[src/rtl/seg_pkg.sv]
package seg_pkg;

  localparam int SEG_W = 7;
  localparam int VAL_W = 4;

  typedef logic [SEG_W-1:0] glyph_t;

  localparam glyph_t GLYPH_BLANK = 7'h7F;

  // Active-low hex decode, bit order {g,f,e,d,c,b,a}
  function automatic glyph_t hex_glyph(input logic [VAL_W-1:0] v);
    glyph_t g;
    case (v)
      4'h0: g = 7'h40;
      4'h1: g = 7'h79;
      4'h2: g = 7'h24;
      4'h3: g = 7'h30;
      4'h4: g = 7'h19;
      4'h5: g = 7'h12;
      4'h6: g = 7'h02;
      4'h7: g = 7'h78;
      4'h8: g = 7'h00;
      4'h9: g = 7'h10;
      4'hA: g = 7'h08;
      4'hB: g = 7'h03;
      4'hC: g = 7'h46;
      4'hD: g = 7'h21;
      4'hE: g = 7'h06;
      default: g = 7'h0E;
    endcase
    return g;
  endfunction

  // Letters of the failure word by scan position (0 = leftmost)
  function automatic glyph_t msg_glyph(input int unsigned pos);
    glyph_t g;
    case (pos)
      0: g = 7'h0E;
      1: g = 7'h08;
      2: g = 7'h79;
      3: g = 7'h47;
      default: g = GLYPH_BLANK;
    endcase
    return g;
  endfunction

endpackage

[src/rtl/seg_scan_ctrl.sv]
module seg_scan_ctrl #(
  parameter int DIGITS = 4,
  localparam int IDX_W = (DIGITS > 1) ? $clog2(DIGITS) : 1
) (
  input  logic             clk,
  input  logic             rst,
  input  logic             fail_mode,
  input  logic             refresh_tick,
  output logic [IDX_W-1:0] scan_idx,
  output logic             scan_step
);

  localparam logic [IDX_W-1:0] LAST = IDX_W'(DIGITS - 1);

  assign scan_step = fail_mode && refresh_tick;

  always_ff @(posedge clk) begin
    if (rst || !fail_mode) begin
      scan_idx <= '0;
    end else if (scan_step) begin
      scan_idx <= (scan_idx == LAST) ? '0 : scan_idx + 1'b1;
    end
  end

endmodule

[src/rtl/seg_frame_sel.sv]
module seg_frame_sel
  import seg_pkg::*;
#(
  parameter int DIGITS = 4,
  localparam int IDX_W = (DIGITS > 1) ? $clog2(DIGITS) : 1
) (
  input  logic             fail_mode,
  input  logic             scan_step,
  input  logic [IDX_W-1:0] scan_idx,
  input  logic [VAL_W-1:0] hex_val,
  output glyph_t           nxt_seg,
  output logic [DIGITS-1:0] nxt_dig,
  output logic             frame_load
);

  logic [DIGITS-1:0] msg_dig;
  logic [DIGITS-1:0] num_dig;

  // Select bit DIGITS-1 is the leftmost digit, position 0
  for (genvar i = 0; i < DIGITS; i++) begin : g_sel
    assign msg_dig[i] = (scan_idx != IDX_W'(DIGITS - 1 - i));
    assign num_dig[i] = (i != DIGITS - 1);
  end

  assign frame_load = !fail_mode || scan_step;

  always_comb begin
    if (fail_mode) begin
      nxt_seg = msg_glyph(int'(scan_idx));
      nxt_dig = msg_dig;
    end else begin
      nxt_seg = hex_glyph(hex_val);
      nxt_dig = num_dig;
    end
  end

endmodule

[src/rtl/dual_seg_driver.sv]
module dual_seg_driver
  import seg_pkg::*;
#(
  parameter int DIGITS = 4,
  localparam int IDX_W = (DIGITS > 1) ? $clog2(DIGITS) : 1
) (
  input  logic              clk,
  input  logic              rst,
  input  logic [VAL_W-1:0]  hex_val,
  input  logic              fail_mode,
  input  logic              refresh_tick,
  output logic [SEG_W-1:0]  seg_n,
  output logic [DIGITS-1:0] dig_n
);

  logic [IDX_W-1:0]  scan_idx;
  logic              scan_step;
  glyph_t            nxt_seg;
  logic [DIGITS-1:0] nxt_dig;
  logic              frame_load;

  seg_scan_ctrl #(.DIGITS(DIGITS)) u_scan (
    .clk          (clk),
    .rst          (rst),
    .fail_mode    (fail_mode),
    .refresh_tick (refresh_tick),
    .scan_idx     (scan_idx),
    .scan_step    (scan_step)
  );

  seg_frame_sel #(.DIGITS(DIGITS)) u_frame (
    .fail_mode  (fail_mode),
    .scan_step  (scan_step),
    .scan_idx   (scan_idx),
    .hex_val    (hex_val),
    .nxt_seg    (nxt_seg),
    .nxt_dig    (nxt_dig),
    .frame_load (frame_load)
  );

  // The only process that drives the display pins, shared by both modes
  always_ff @(posedge clk) begin
    if (rst) begin
      seg_n <= GLYPH_BLANK;
      dig_n <= '1;
    end else if (frame_load) begin
      seg_n <= nxt_seg;
      dig_n <= nxt_dig;
    end
  end

endmodule

[config.mk]
export PLATFORM = sky130hd
export DESIGN_NAME = dual_seg_driver
export DESIGN_NICKNAME = d
export VERILOG_FILES = /design/src/rtl/seg_pkg.sv /design/src/rtl/seg_scan_ctrl.sv /design/src/rtl/seg_frame_sel.sv /design/src/rtl/dual_seg_driver.sv
export SDC_FILE = /design/constraint.sdc
export NUM_CORES = 1
export LEC_CHECK = 0
export BUFFER_PORTS_ARGS = -buffer_cell sky130_fd_sc_hd__buf_2
export CAP_MARGIN = 20
export CORE_MARGIN = 2
export CORE_UTILIZATION = 44
export DETAILED_ROUTE_END_ITERATION = 16
export PLACE_DENSITY = 0.68
export SYNTH_ARGS = -nofsm -noshare
export SYNTH_HDL_FRONTEND = slang
export SYNTH_HIERARCHICAL = 1
export SYNTH_SLANG_ARGS = --single-unit
[constraint.sdc]
create_clock -name clk -period 1.99 [get_ports clk]
set_clock_uncertainty 0.15 [all_clocks]
set_input_delay 0.398 -clock clk [delete_from_list [all_inputs] [get_ports clk]]
set_output_delay 0.398 -clock clk [all_outputs]
set_load 0.02 [all_outputs]
Yosys cells after proc, flatten, opt, wreduce, memory -nomap -nowiden
Memory sizes are Yosys's and may differ from the RTL's. Index checks and enable logic that the tools add are counted.

Flip-flop bits (word level): 13. Latch bits: 0. RAM bits: 0. Bits in read-only memories: 112. Input port bits: 8. Output and inout bits: 11. Logic and storage cells: 21. Memories: 1.

Memories: (no name shown) (depth 16, bits a word 7, rd ports 1, clocked after memory_dff 0, write ports 0, RTL line seg_pkg.sv:13) `case (v)`.

Add/sub/neg operators: 1. $mul: 0. Div/mod/pow operators: 0. Magnitude comparators: 0. Equality and inequality tests: 6. Shifts and indexed selects: 0. Muxes and demuxes: 4. Bitwise logic cells: 0. Reductions and logical operators: 6.

Operators by type and width (count): 7-bit one-hot mux with 4 select lines (1); 7-bit two-way mux (1); 2-bit == test, second input constant (2); 4-bit two-way mux (1); 2-bit inequality test, second input constant (2); 2-bit by 1-bit adder with 2-bit output, second input constant (1); 2-bit by 1-bit == test with 1-bit output, second input constant (1); 2-bit logical NOT (1); 1-bit logical OR (2); 2-bit two-way mux (1); 2-bit by 1-bit inequality test with 1-bit output, second input constant (1); 2-bit nonzero test (1); 1-bit logical AND (1); 1-bit logical NOT (1).

Logic depth before layout (Yosys ltp)
Gate-level depths: netlist (run 1).

Word-level depth: 3. Gate-level depth with buffers: 6.

Cells and area by module
The synthesis (run 1) kept the hierarchy.

Modules (own cells, without submodules): seg_frame_sel (times used 1, cells an instance 56, area an instance 461.7 um^2, seq. area each 0.0 um^2); dual_seg_driver (times used 1, cells an instance 36, area an instance 415.4 um^2, seq. area each 220.2 um^2); seg_scan_ctrl (times used 1, cells an instance 10, area an instance 102.6 um^2, seq. area each 40.0 um^2).

Worst setup path before layout (run 1)
Ideal clock, no wire load.

Path type: input-to-reg. Start point: input hex_val[1]. End point: register seg_n[3]. Setup time: 0.120 ns. Arrival time: 1.511 ns. Setup slack: 0.210 ns. Stages: 6. Cell sequence: inv_1 ha_1 nor2b_1 a2111oi_2 a211oi_2 a211o_1.

Word-level cells in the longest chain between the ends: 2.

RTL lines: start: declaration (RTL line dual_seg_driver.sv:9) `input logic [VAL_W-1:0] hex_val,`; memory 16 x 7 bit; 7-bit two-way mux (RTL line seg_frame_sel.sv:28) `if (fail_mode) begin`; net nxt_seg[3] (RTL line dual_seg_driver.sv:18) `glyph_t nxt_seg;`; end signal: assignment (RTL line dual_seg_driver.sv:47) `seg_n <= nxt_seg;`; end: declaration (RTL line dual_seg_driver.sv:12) `output logic [SEG_W-1:0] seg_n,`.

The timed path passes the listed nets, and every way through them passes these cells. A chain may end at the register's enable or synchronous reset.

Worst setup path in the final report (run 1)
Ends and elaborated chain as after synthesis.

==> results of run 1 <==
==> metal layers <==
layer  wire, µm  vias to the layer above  global-route usage, %
met5          0                        -                      0
met1        905                      365                   21.0
li1           -                      401                      -
met4         22                        0                   9.46
met3         47                        2                  0.877
met2        912                       13                   28.4
==> sequential cells by signal, indices dropped and copies added, names as in the netlist <==
signal	flops
seg_n	7
dig_n	4
u_scan/scan_idx	2
==> layout make-up <==
cell class	instances	area [µm²]
repair buffers	24	148
inverters	4	15.0
clock buffers	4	26.3
fillers	222	1020
flip-flops and latches	13	260
well taps	28	35.0
multi-input cells	78	646
==> final timing paths <==
check,startpoint,cells after the start,to,slack (ns)
setup / recovery,hex_val[1],7,seg_n[3],0.24
hold reg to reg,dig_n[3],2,dig_n[3],0.39
setup reg to reg,u_scan/scan_idx[1],5,seg_n[0],0.36
hold / removal,refresh_tick,3,u_scan/scan_idx[1],0.27
==> worst register-to-register path: cells and delay by family, from the launching register on <==
family          cells  cell delay, ns
simple gates        3            0.47
fa+ha+maj           1            0.22
flops               1            0.38
compound gates      1            0.30
==> synthesized netlist by cell type (2+ instances only) <==
cell	count
nor2b_1	12
o31a_1	2
and2b_1	3
nand2_1	4
dfxtp_1	13
mux2i_1	3
a2111oi_2	2
nand2b_1	5
buf_6	4
ha_1	13
nor2_1	6
nor3_1	2
buf_2	2
inv_1	4
a211o_1	11
==> power by group <==
part	total [mW]	switching [mW]	internal, mW	leakage [nW]
clock	0.158	0.0802	0.0776	0.0150
sequential	0.286	0.00729	0.279	0.108
combinational	0.180	0.0997	0.0798	0.396
total	0.623	0.187	0.436	0.519
==> per-stage QoR <==
stage | setup slack [ns] | std cells | instance area (µm²) | TNS (ns)
floorplan | 0.210 | 102 | 980 | 0
global placement | 0.00698 | 147 | 1100 | 0
detailed placement | -0.0593 | 147 | 1100 | -0.0593
CTS | 0.233 | 151 | 1130 | 0
global route | 0.176 | 151 | 1130 | 0
finish | 0.235 | 151 | 1130 | 0
==> cell families (layout without fill, tap and decap cells) <==
family | after synthesis | in the layout
AND/OR/NAND/NOR | 37 | 37
AO/OA/AOI/OAI | 24 | 24
adder cells (fa/ha/maj) | 13 | 13
flip-flops | 13 | 13
buffers and inverters | 11 | 32
multiplexers | 4 | 4
==> metrics.txt, run 1 <==
post-synthesis compound-gate area fraction 23.0%; Top FF cell, synth dfxtp_1; I/O pins 19; vias in the first global route 718; sequential area share after synthesis 26.6%; PostCTS Resize Cnt 0; Starting Density 45.6%; final hold vios 0; CTS hold repair buffers 0; Root Driver clkbuf_4; Leak 0.519 nW; Placer Congestion 0.877; top post-synthesis cells by area dfxtp_1 (27%), ha_1 (17%), a211o_1 (9.8%), nor2b_1 (7.7%), buf_6 (4.6%); Mapped Cells 102; I/O Buffers 18; post-synthesis mux area share 4.60%; Chip Width 51.2 µm; H-tree depth 1; syn_area_per_cell 9.60 µm²; largest stage delay on the critical path 0.42 ns; Synth Area in Simple Gates 21.7%; drt first pass iters 4; first-pass GRT wire length 3260 µm; WP data required 2.00 ns; CTS max path bufs 2; Syn Std Cell Area 980 µm²; worst hold slack 0.268 ns; critical path peak fanout 5; Post-synth EDFFs 0; layout net count 145; worst vdd ir 0.000228 V; WP buf/inv 2; cts bufs inserted 3; initial drt markers 13; via/cell ratio 5.17; post-route clock period utilization 88.2%; routed via count 781; postcts setup bufs 0; Core ar. 2150 µm²; share of cells above drive strength 1 27.6%; # DRC 0; post-detail-place hpwl 1470 µm; Layout Utilization 52.6%; CP max stage cell a2111oi_2; Clock Latency Late Sink 0.27 ns; CP Data Arrival Time 1.77 ns; Post-Synth XOR/XNOR Area 0%; clk slew on worst S/H paths 0.08 ns; Hold Crit Class input port to flip-flop; top cell type's share of synthesized area 26.6%; worst-margin pin slew 0.357 ns; Power Density 552 nW/µm²; # rows 17; GRT Residual Overflow 0; maxcap violations 0; crit-path cells buf_2 -> inv_1 -> ha_1 -> nor2b_1 -> a2111oi_2 -> a211oi_2 -> a211o_1; max_slew headroom 76.2%; Async SR Flop Fraction 0%; Adder-Cell Fraction of Synth Area 16.6%; status finished, final reports clean; flops & latches, synth 13; Die Area 2620 µm²; unrepaired setup endpoints after global routing false; most common cell after layout, fill and taps aside buf_2; crit path time final 1.75 ns; total power 0.623 mW; Routed WL per cell 12.5 µm; Area growth, synth to finish 15.3%; largest area contributor in the netlist dfxtp_1; cell family with most CP delay compound AO/OA/AOI/OAI gates; Routed Antenna Nets 0; CP Launch Type input port; CTS tree done; largest net degree at the start of global routing 18; Final setup viols 0; initial antenna violation count 0; count of unique library cells instantiated by Yosys 31; syn nets 123; gr usage total 16.7%; number of antenna repair diodes 0; Clock Sinks 13; yosys warns 6; most frequent cells in the layout buf_2 (18), dfxtp_1 (13), ha_1 (13); Final Slew Violations 0; Die Y 51.2 µm; WL final 1890 µm; FMAX 570 MHz; WS Path Type input port to flip-flop; main combinational cell family by area after synthesis compound AO/OA/AOI/OAI gates; critical path endpoint category flip-flop
No activity file was read; power rests on OpenSTA's default activity.
==> run 2, diff against run 1 <==
--- a/config.mk
+++ b/config.mk
@@ -5,6 +5,7 @@
 export SDC_FILE = /design/constraint.sdc
 export NUM_CORES = 1
 export LEC_CHECK = 0
+export ABC_AREA = 1
 export BUFFER_PORTS_ARGS = -buffer_cell sky130_fd_sc_hd__buf_2
 export CAP_MARGIN = 20
 export CORE_MARGIN = 2
@@ -15,3 +16,4 @@
 export SYNTH_HDL_FRONTEND = slang
 export SYNTH_HIERARCHICAL = 1
 export SYNTH_SLANG_ARGS = --single-unit
+export TNS_END_PERCENT = 10
==> run 2 against run 1 <==
  * Combinational power down 11%
  * Wire length down 9.6%
  * Sequential share of layout area up 1.8 points
  * Sequential power up 2%
  * First-iteration DRC count up 100%
  * Largest cell class unchanged
  * Synthesized cell count up 43%
  * Largest power group unchanged
==> metrics.txt, run 2 <==
post-synthesis mux area share 0% (-4.6 points); CTS max path bufs 2 (unchanged); max_slew headroom 79.2% (+3.0 points); Register Area 260 µm² (unchanged); gr usage total 14.5% (-2.3 points); Post-synth top cells nand2_1 (59), nand3_1 (23), inv_1 (15); Die Y 50.1 µm (-2.1%); via/cell ratio 4.53 (-12%); final hold vios 0 (unchanged); syn_area_per_cell 6.41 µm² (-33%); first-pass GRT wire length 2890 µm (-11%); Root Driver clkbuf_4; Adder-Cell Fraction of Synth Area 17.4% (+0.78 points); share of cells above drive strength 1 16.0% (-12 points); CTS tree done; critical path peak fanout 7 (+2); max FFs per register 7 (unchanged); Starting Density 47.2% (+1.6 points); worst-margin pin slew 0.312 ns (-0.0444 ns); WS Path Type flip-flop to flip-flop; Core ar. 1980 µm² (-7.7%); top post-synthesis cells by area dfxtp_1 (28%), nand2_1 (24%), ha_1 (17%), nand3_1 (12%), inv_1 (6.0%); I/O Buffers 18 (unchanged); top cell type's share of synthesized area 27.8% (+1.2 points); Filler Cell Count 200 (-9.9%); Syn Std Cell Area 936 µm² (-4.5%); I/O pins 19 (unchanged); Multi-input gate area 572 µm² (-11%); Top reg by flops seg_n; main combinational cell family by area after synthesis simple AND/OR/NAND/NOR gates; Placer Congestion 0.841 (-4.2%); layout net count 185 (+28%); crit path to seg_n[2]; unrepaired setup endpoints after global routing false; post-route clock period utilization 77.8% (-10 points); flops & latches, synth 13 (unchanged); yosys warns 6 (unchanged); end of the worst register-to-register path seg_n[2]; most frequent cells in the layout nand2_1 (59), nand3_1 (23), buf_2 (18); WP data required 2.04 ns (+0.04 ns); Synth Area in Simple Gates 41.0% (+19 points); post-synthesis compound-gate area fraction 2.67% (-20 points); Final setup viols 0 (unchanged); Chip Width 50.1 µm (-2.1%); Clock Latency Late Sink 0.27 ns (about the same); largest net degree at the start of global routing 13 (-5); postcts setup bufs 0 (unchanged); Mapped Cells 146 (+43%); critical path endpoint category flip-flop; Hold Crit Class input port to flip-flop; post-route setup slack 0.441 ns (+0.206 ns); CP Data Arrival Time 1.60 ns (-0.17 ns); maxcap violations 0 (unchanged); Leak 0.599 nW (+15%); Clock Sinks 13 (unchanged); largest registers seg_n (7), dig_n (4), u_scan/scan_idx (2); Area growth, synth to finish 12.2%; Setup WS pre-CTS 0.346 ns (+0.405 ns); GRT Residual Overflow 0 (unchanged); Post-Synth XOR/XNOR Area 0% (unchanged); Top FF cell, synth dfxtp_1; Reg2Reg Depth 6 (+1); H-tree depth 1 (unchanged); CP Launch Point u_scan/scan_idx[0]; cell with the most instances after synthesis nand2_1; routed via count 861 (+10%); syn nets 167 (+36%); # DRC 0 (unchanged); Routed Antenna Nets 0 (unchanged); post-detail-place hpwl 1390 µm (-5.3%); crit path time final 1.55 ns (-0.206 ns); largest area contributor in the netlist dfxtp_1; number of antenna repair diodes 0 (unchanged); cts bufs inserted 3 (unchanged); Async SR Flop Fraction 0% (unchanged); Die Area 2510 µm² (-4.1%); PostCTS Resize Cnt 0 (unchanged); CTS hold repair buffers 0 (unchanged); sequential area share after synthesis 27.8% (+1.2 points); total power 0.609 mW (-2.2%); worst r2r src u_scan/scan_idx[0]; drt first pass iters 4 (unchanged); Final Slew Violations 0 (unchanged); initial drt markers 26 (+13); most common cell after layout, fill and taps aside nand2_1; Reg2Reg Setup Slack 0.44 ns (+0.08 ns); worst hold stages 4 (+1); CP Launch Type flip-flop; vias in the first global route 688 (-4.2%); count of unique library cells instantiated by Yosys 15 (-52%); # rows 16 (-1); Post-synth EDFFs 0 (unchanged); status finished, final reports clean; setup_tns 0 ns (unchanged); clk slew on worst S/H paths 0.08 ns (about the same); worst vdd ir 0.000305 V (+34%); FMAX 646 MHz (+13%); WL final 1710 µm (-9.6%); initial antenna violation count 0 (unchanged); Routed WL per cell 8.98 µm (-28%); Power Density 580 nW/µm² (+5.2%)
-- run 2: worst min-delay path by stage --
stage	startpoint	to	slack, ns
finish	rst	u_scan/scan_idx[1]	0.24
global route	rst	u_scan/scan_idx[0]	0.26
CTS	rst	u_scan/scan_idx[0]	0.23
detailed placement	seg_n[4]	seg_n[4]	0.29
global placement	seg_n[3]	seg_n[3]	0.29
floorplan	rst	seg_n[4]	0.36
-- run 2: per-stage QoR --
stage	utilization (%)	hold WS, ns	cells	instance area [µm²]
final	53.0	0.241	190	1050
after CTS	53.0	0.230	190	1050
after detailed placement	51.6	0.293	186	1020
after global routing	53.0	0.256	190	1050
after global placement	51.6	0.285	186	1020
after floorplan	-	0.364	146	936
-- run 2: worst max-delay path: stages, from the launching register on --
cell and delay [ns]:
dfxtp_1 0.47, inv_1 0.11, ha_1 0.30, or2_1 0.25
nand2_1 0.07, nand2_1 0.06, nand3_1 0.08
-- run 2: where the power goes --
part	internal (mW)	leakage, nW	switching (mW)	total, mW
Sequential	0.281	0.108	0.0119	0.292
Combinational	0.0564	0.475	0.105	0.161
Clock	0.0774	0.0150	0.0785	0.156
Total	0.414	0.599	0.195	0.609
-- run 2: final cells by class --
| type | count | area share [%] |
|---|---|---|
| Tap cell | 27 | 3.22 |
| Timing Repair Buffer | 18 | 8.58 |
| Clock buffer | 4 | 2.50 |
| Sequential cell | 13 | 24.8 |
| Multi-Input combinational cell | 110 | 54.5 |
| Inverter | 18 | 6.44 |
-- run 2: cells by family after synthesis --
group                      count (synthesis)
adders and majority gates                 13
AOI/OAI and AO/OA                          5
DFF                                       13
and+or+nand+nor                           92
buffers and inverters                     23
-- run 2: per-layer routing --
metal,routed length (µm),global-route usage [%]
met5,0,0
met1,923,20.2
met2,718,22.4
met3,65,3.64
met4,0,2.78
==> run 3, diff against run 2 <==
--- a/config.mk
+++ b/config.mk
@@ -11,7 +11,7 @@
 export CORE_MARGIN = 2
 export CORE_UTILIZATION = 44
 export DETAILED_ROUTE_END_ITERATION = 16
-export PLACE_DENSITY = 0.68
+export PLACE_DENSITY = 0.71
 export SYNTH_ARGS = -nofsm -noshare
 export SYNTH_HDL_FRONTEND = slang
 export SYNTH_HIERARCHICAL = 1
==> constraint.sdc (replaced) <==
create_clock -name clk -period 1.27 [get_ports clk]
set_clock_uncertainty 0.15 [all_clocks]
set_input_delay 0.254 -clock clk [delete_from_list [all_inputs] [get_ports clk]]
set_output_delay 0.254 -clock clk [all_outputs]
set_load 0.02 [all_outputs]
==> run 3 against run 2 <==
  * The run now ends with setup timing left
  * Cell count rose by 7.4%
  * Register-to-register slack got worse by 0.46 ns
  * Global-route usage rose by 4.0 points
  * Die area did not move
  * Via count rose by 11%
  * Sequential power rose by 57%
  * Flip-flop and latch count did not move
  * Non-clock buffer count rose by 14
  * Critical path depth did not move
  * Clock power rose by 65%
  * Combinational power rose by 92%
  * Critical endpoint unchanged
  * Highest routed layer is now met4
==> metrics.txt, run 3 (same netlist as run 2, synthesis figures left out) <==
failing checks setup timing; met2 Use GR 34.9% (+12 points); worst hold slack 0.0609 ns (-0.180 ns); critical path endpoint category flip-flop; CP Data Arrival Time 1.35 ns (-0.25 ns); Area growth, synth to finish 30.7%; Core ar. 1980 µm² (unchanged); global-route track usage on met3 4.55% (+0.91 points); status finished, violations left; CP Launch Type flip-flop; worst-margin pin slew 0.324 ns (+0.0116 ns); worst hold stages 4 (unchanged); CTS tree done; routed via count 959 (+11%); layer with the highest usage met2; worst r2r src u_scan/scan_idx[0]; Post-Layout Cell Count 204 (+7.4%); Clock Latency Late Sink 0.28 ns (about the same); via/cell ratio 4.70 (+3.7%); WL final 2150 µm (+26%); post-route clock period utilization 101% (+23 points); Reg2Reg Depth 6 (unchanged); largest net degree at the start of global routing 13 (unchanged); unrepaired setup endpoints after global routing true; met1 Resource Use GR 20.4% (+0.19 points); Hold Crit Class input port to flip-flop; post-route setup slack -0.0158 ns (-0.457 ns); max FFs per register 7 (unchanged); hold endpoint u_scan/scan_idx[0]; initial drt markers 20 (-23%); cts bufs inserted 3 (unchanged); Routed Antenna Nets 0 (unchanged); total power 1.02 mW (+68%); Clock Sinks 13 (unchanged); CTS hold repair buffers 0 (unchanged); drt first pass iters 4 (unchanged); clk slew on worst S/H paths 0.08 ns (about the same); WS Path Type flip-flop to flip-flop; most common cell after layout, fill and taps aside nand2_1; largest registers seg_n (7), dig_n (4), u_scan/scan_idx (2); Die Y 50.1 µm (unchanged); CTS max path bufs 2 (unchanged); final hold vios 0 (unchanged); most frequent cells in the layout nand2_1 (58), nand3_1 (23), buf_2 (18); Reg2Reg Setup Slack -0.02 ns (-0.46 ns); # rows 16 (unchanged); H-tree depth 1 (unchanged); I/O Buffers 18 (unchanged); WP data required 1.34 ns (-0.70 ns); critical path peak fanout 3 (-4); largest stage delay on the critical path 0.38 ns (-0.09 ns); crit-path cells inv_4 -> ha_4 -> or2_1 -> nand2_1 -> nand2_1 -> nand3_1; Top reg by flops seg_n; layout net count 199 (+7.6%); initial antenna violation count 0 (unchanged); worst vdd ir 0.000682 V (+120%); CP max stage cell dfxtp_4; Power Density 835 nW/µm² (+44%); FMAX 778 MHz (+20%); gr usage total 18.5% (+4.0 points); Inst Count DP 197 (+5.9%); post-detail-place hpwl 1580 µm (+14%); Routed WL per cell 10.5 µm (+17%); Placer Congestion 0.855 (+1.7%); Die Area 2510 µm² (unchanged); Final setup viols 2 (+2); number of antenna repair diodes 0 (unchanged); first-pass GRT wire length 3570 µm (+24%); most numerous cell on the critical path nand2_1; vias in the first global route 889 (+29%); end of the worst register-to-register path seg_n[2]; share of cells above drive strength 1 28.8% (+13 points); maxcap violations 0 (unchanged); Starting Density 47.2% (unchanged); Leak 0.667 nW (+11%); Final Slew Violations 0 (unchanged); crit path time final 1.29 ns (-0.263 ns); Chip Width 50.1 µm (unchanged); GRT Residual Overflow 0 (unchanged); max_slew headroom 78.4% (-0.77 points); I/O pins 19 (unchanged); Root Driver clkbuf_4; worst hold start rst; # DRC 0 (unchanged)
## run 3: cell count changes in the layout (fill, tap and decap cells not counted), sizes merged
cell | before | now
buf | 18 | 32
## run 3: repair_timing
| action | CTS | global route |
|---|---|---|
| pin swaps | 7 | 11 |
| setup endpoints to repair | 4 | 9 |
| gates resized for setup | 10 | 6 |
| buffers inserted | 2 | 1 |
## run 3: worst max path at each step
stage                to               start  slack (ns)  depth (start not counted)
6_report       seg_n[2]  u_scan/scan_idx[0]       -0.02                          6
3_3_place_gp   seg_n[3]          hex_val[0]       -0.23                         10
5_1_grt        seg_n[2]  u_scan/scan_idx[0]       -0.06                          6
3_5_place_dp   seg_n[3]          hex_val[0]       -0.25                         10
2_1_floorplan  seg_n[1]  u_scan/scan_idx[0]       0.004                          6
4_1_cts        seg_n[3]  u_scan/scan_idx[1]       -0.02                          6
## run 3: report_power, final
| group | switching (mW) | internal, mW |
|---|---|---|
| Clock | 0.135 | 0.122 |
| Sequential | 0.0190 | 0.438 |
| Combinational | 0.185 | 0.124 |
## run 3: final cells by class
class,instances,area (µm²)
Multi-Input combinational cell,110,621
Timing Repair Buffer,32,203
Clock buffer,4,26.3
Fill cell,188,758
Sequential cell,13,268
Tap cell,27,33.8
Inverter,18,72.6
## run 3: critical path, delay by kind of cell, from the launching register on
kind | cells | cell delay (ns)
simple gates | 4 | 0.41
flops | 1 | 0.38
fa+ha+maj | 1 | 0.22
buf+inv | 1 | 0.05
## run 3: per-layer routing
layer / up-vias / wire [µm]
li1: 513 / -
met1: 423 / 957
met2: 21 / 1100
met3: 2 / 81
met4: 0 / 10
met5: - / 0
## run 3: per-stage QoR
step,TNS [ns],cell area (µm²),worst slack [ns],utilization (%)
2_1_floorplan,0,941,0.00426,-
3_3_place_gp,-1.92,1110,-0.228,56.1
3_5_place_dp,-2.17,1110,-0.249,56.1
4_1_cts,-0.102,1190,-0.0226,60.0
5_1_grt,-0.234,1220,-0.0567,61.7
6_report,-0.0263,1220,-0.0158,61.7
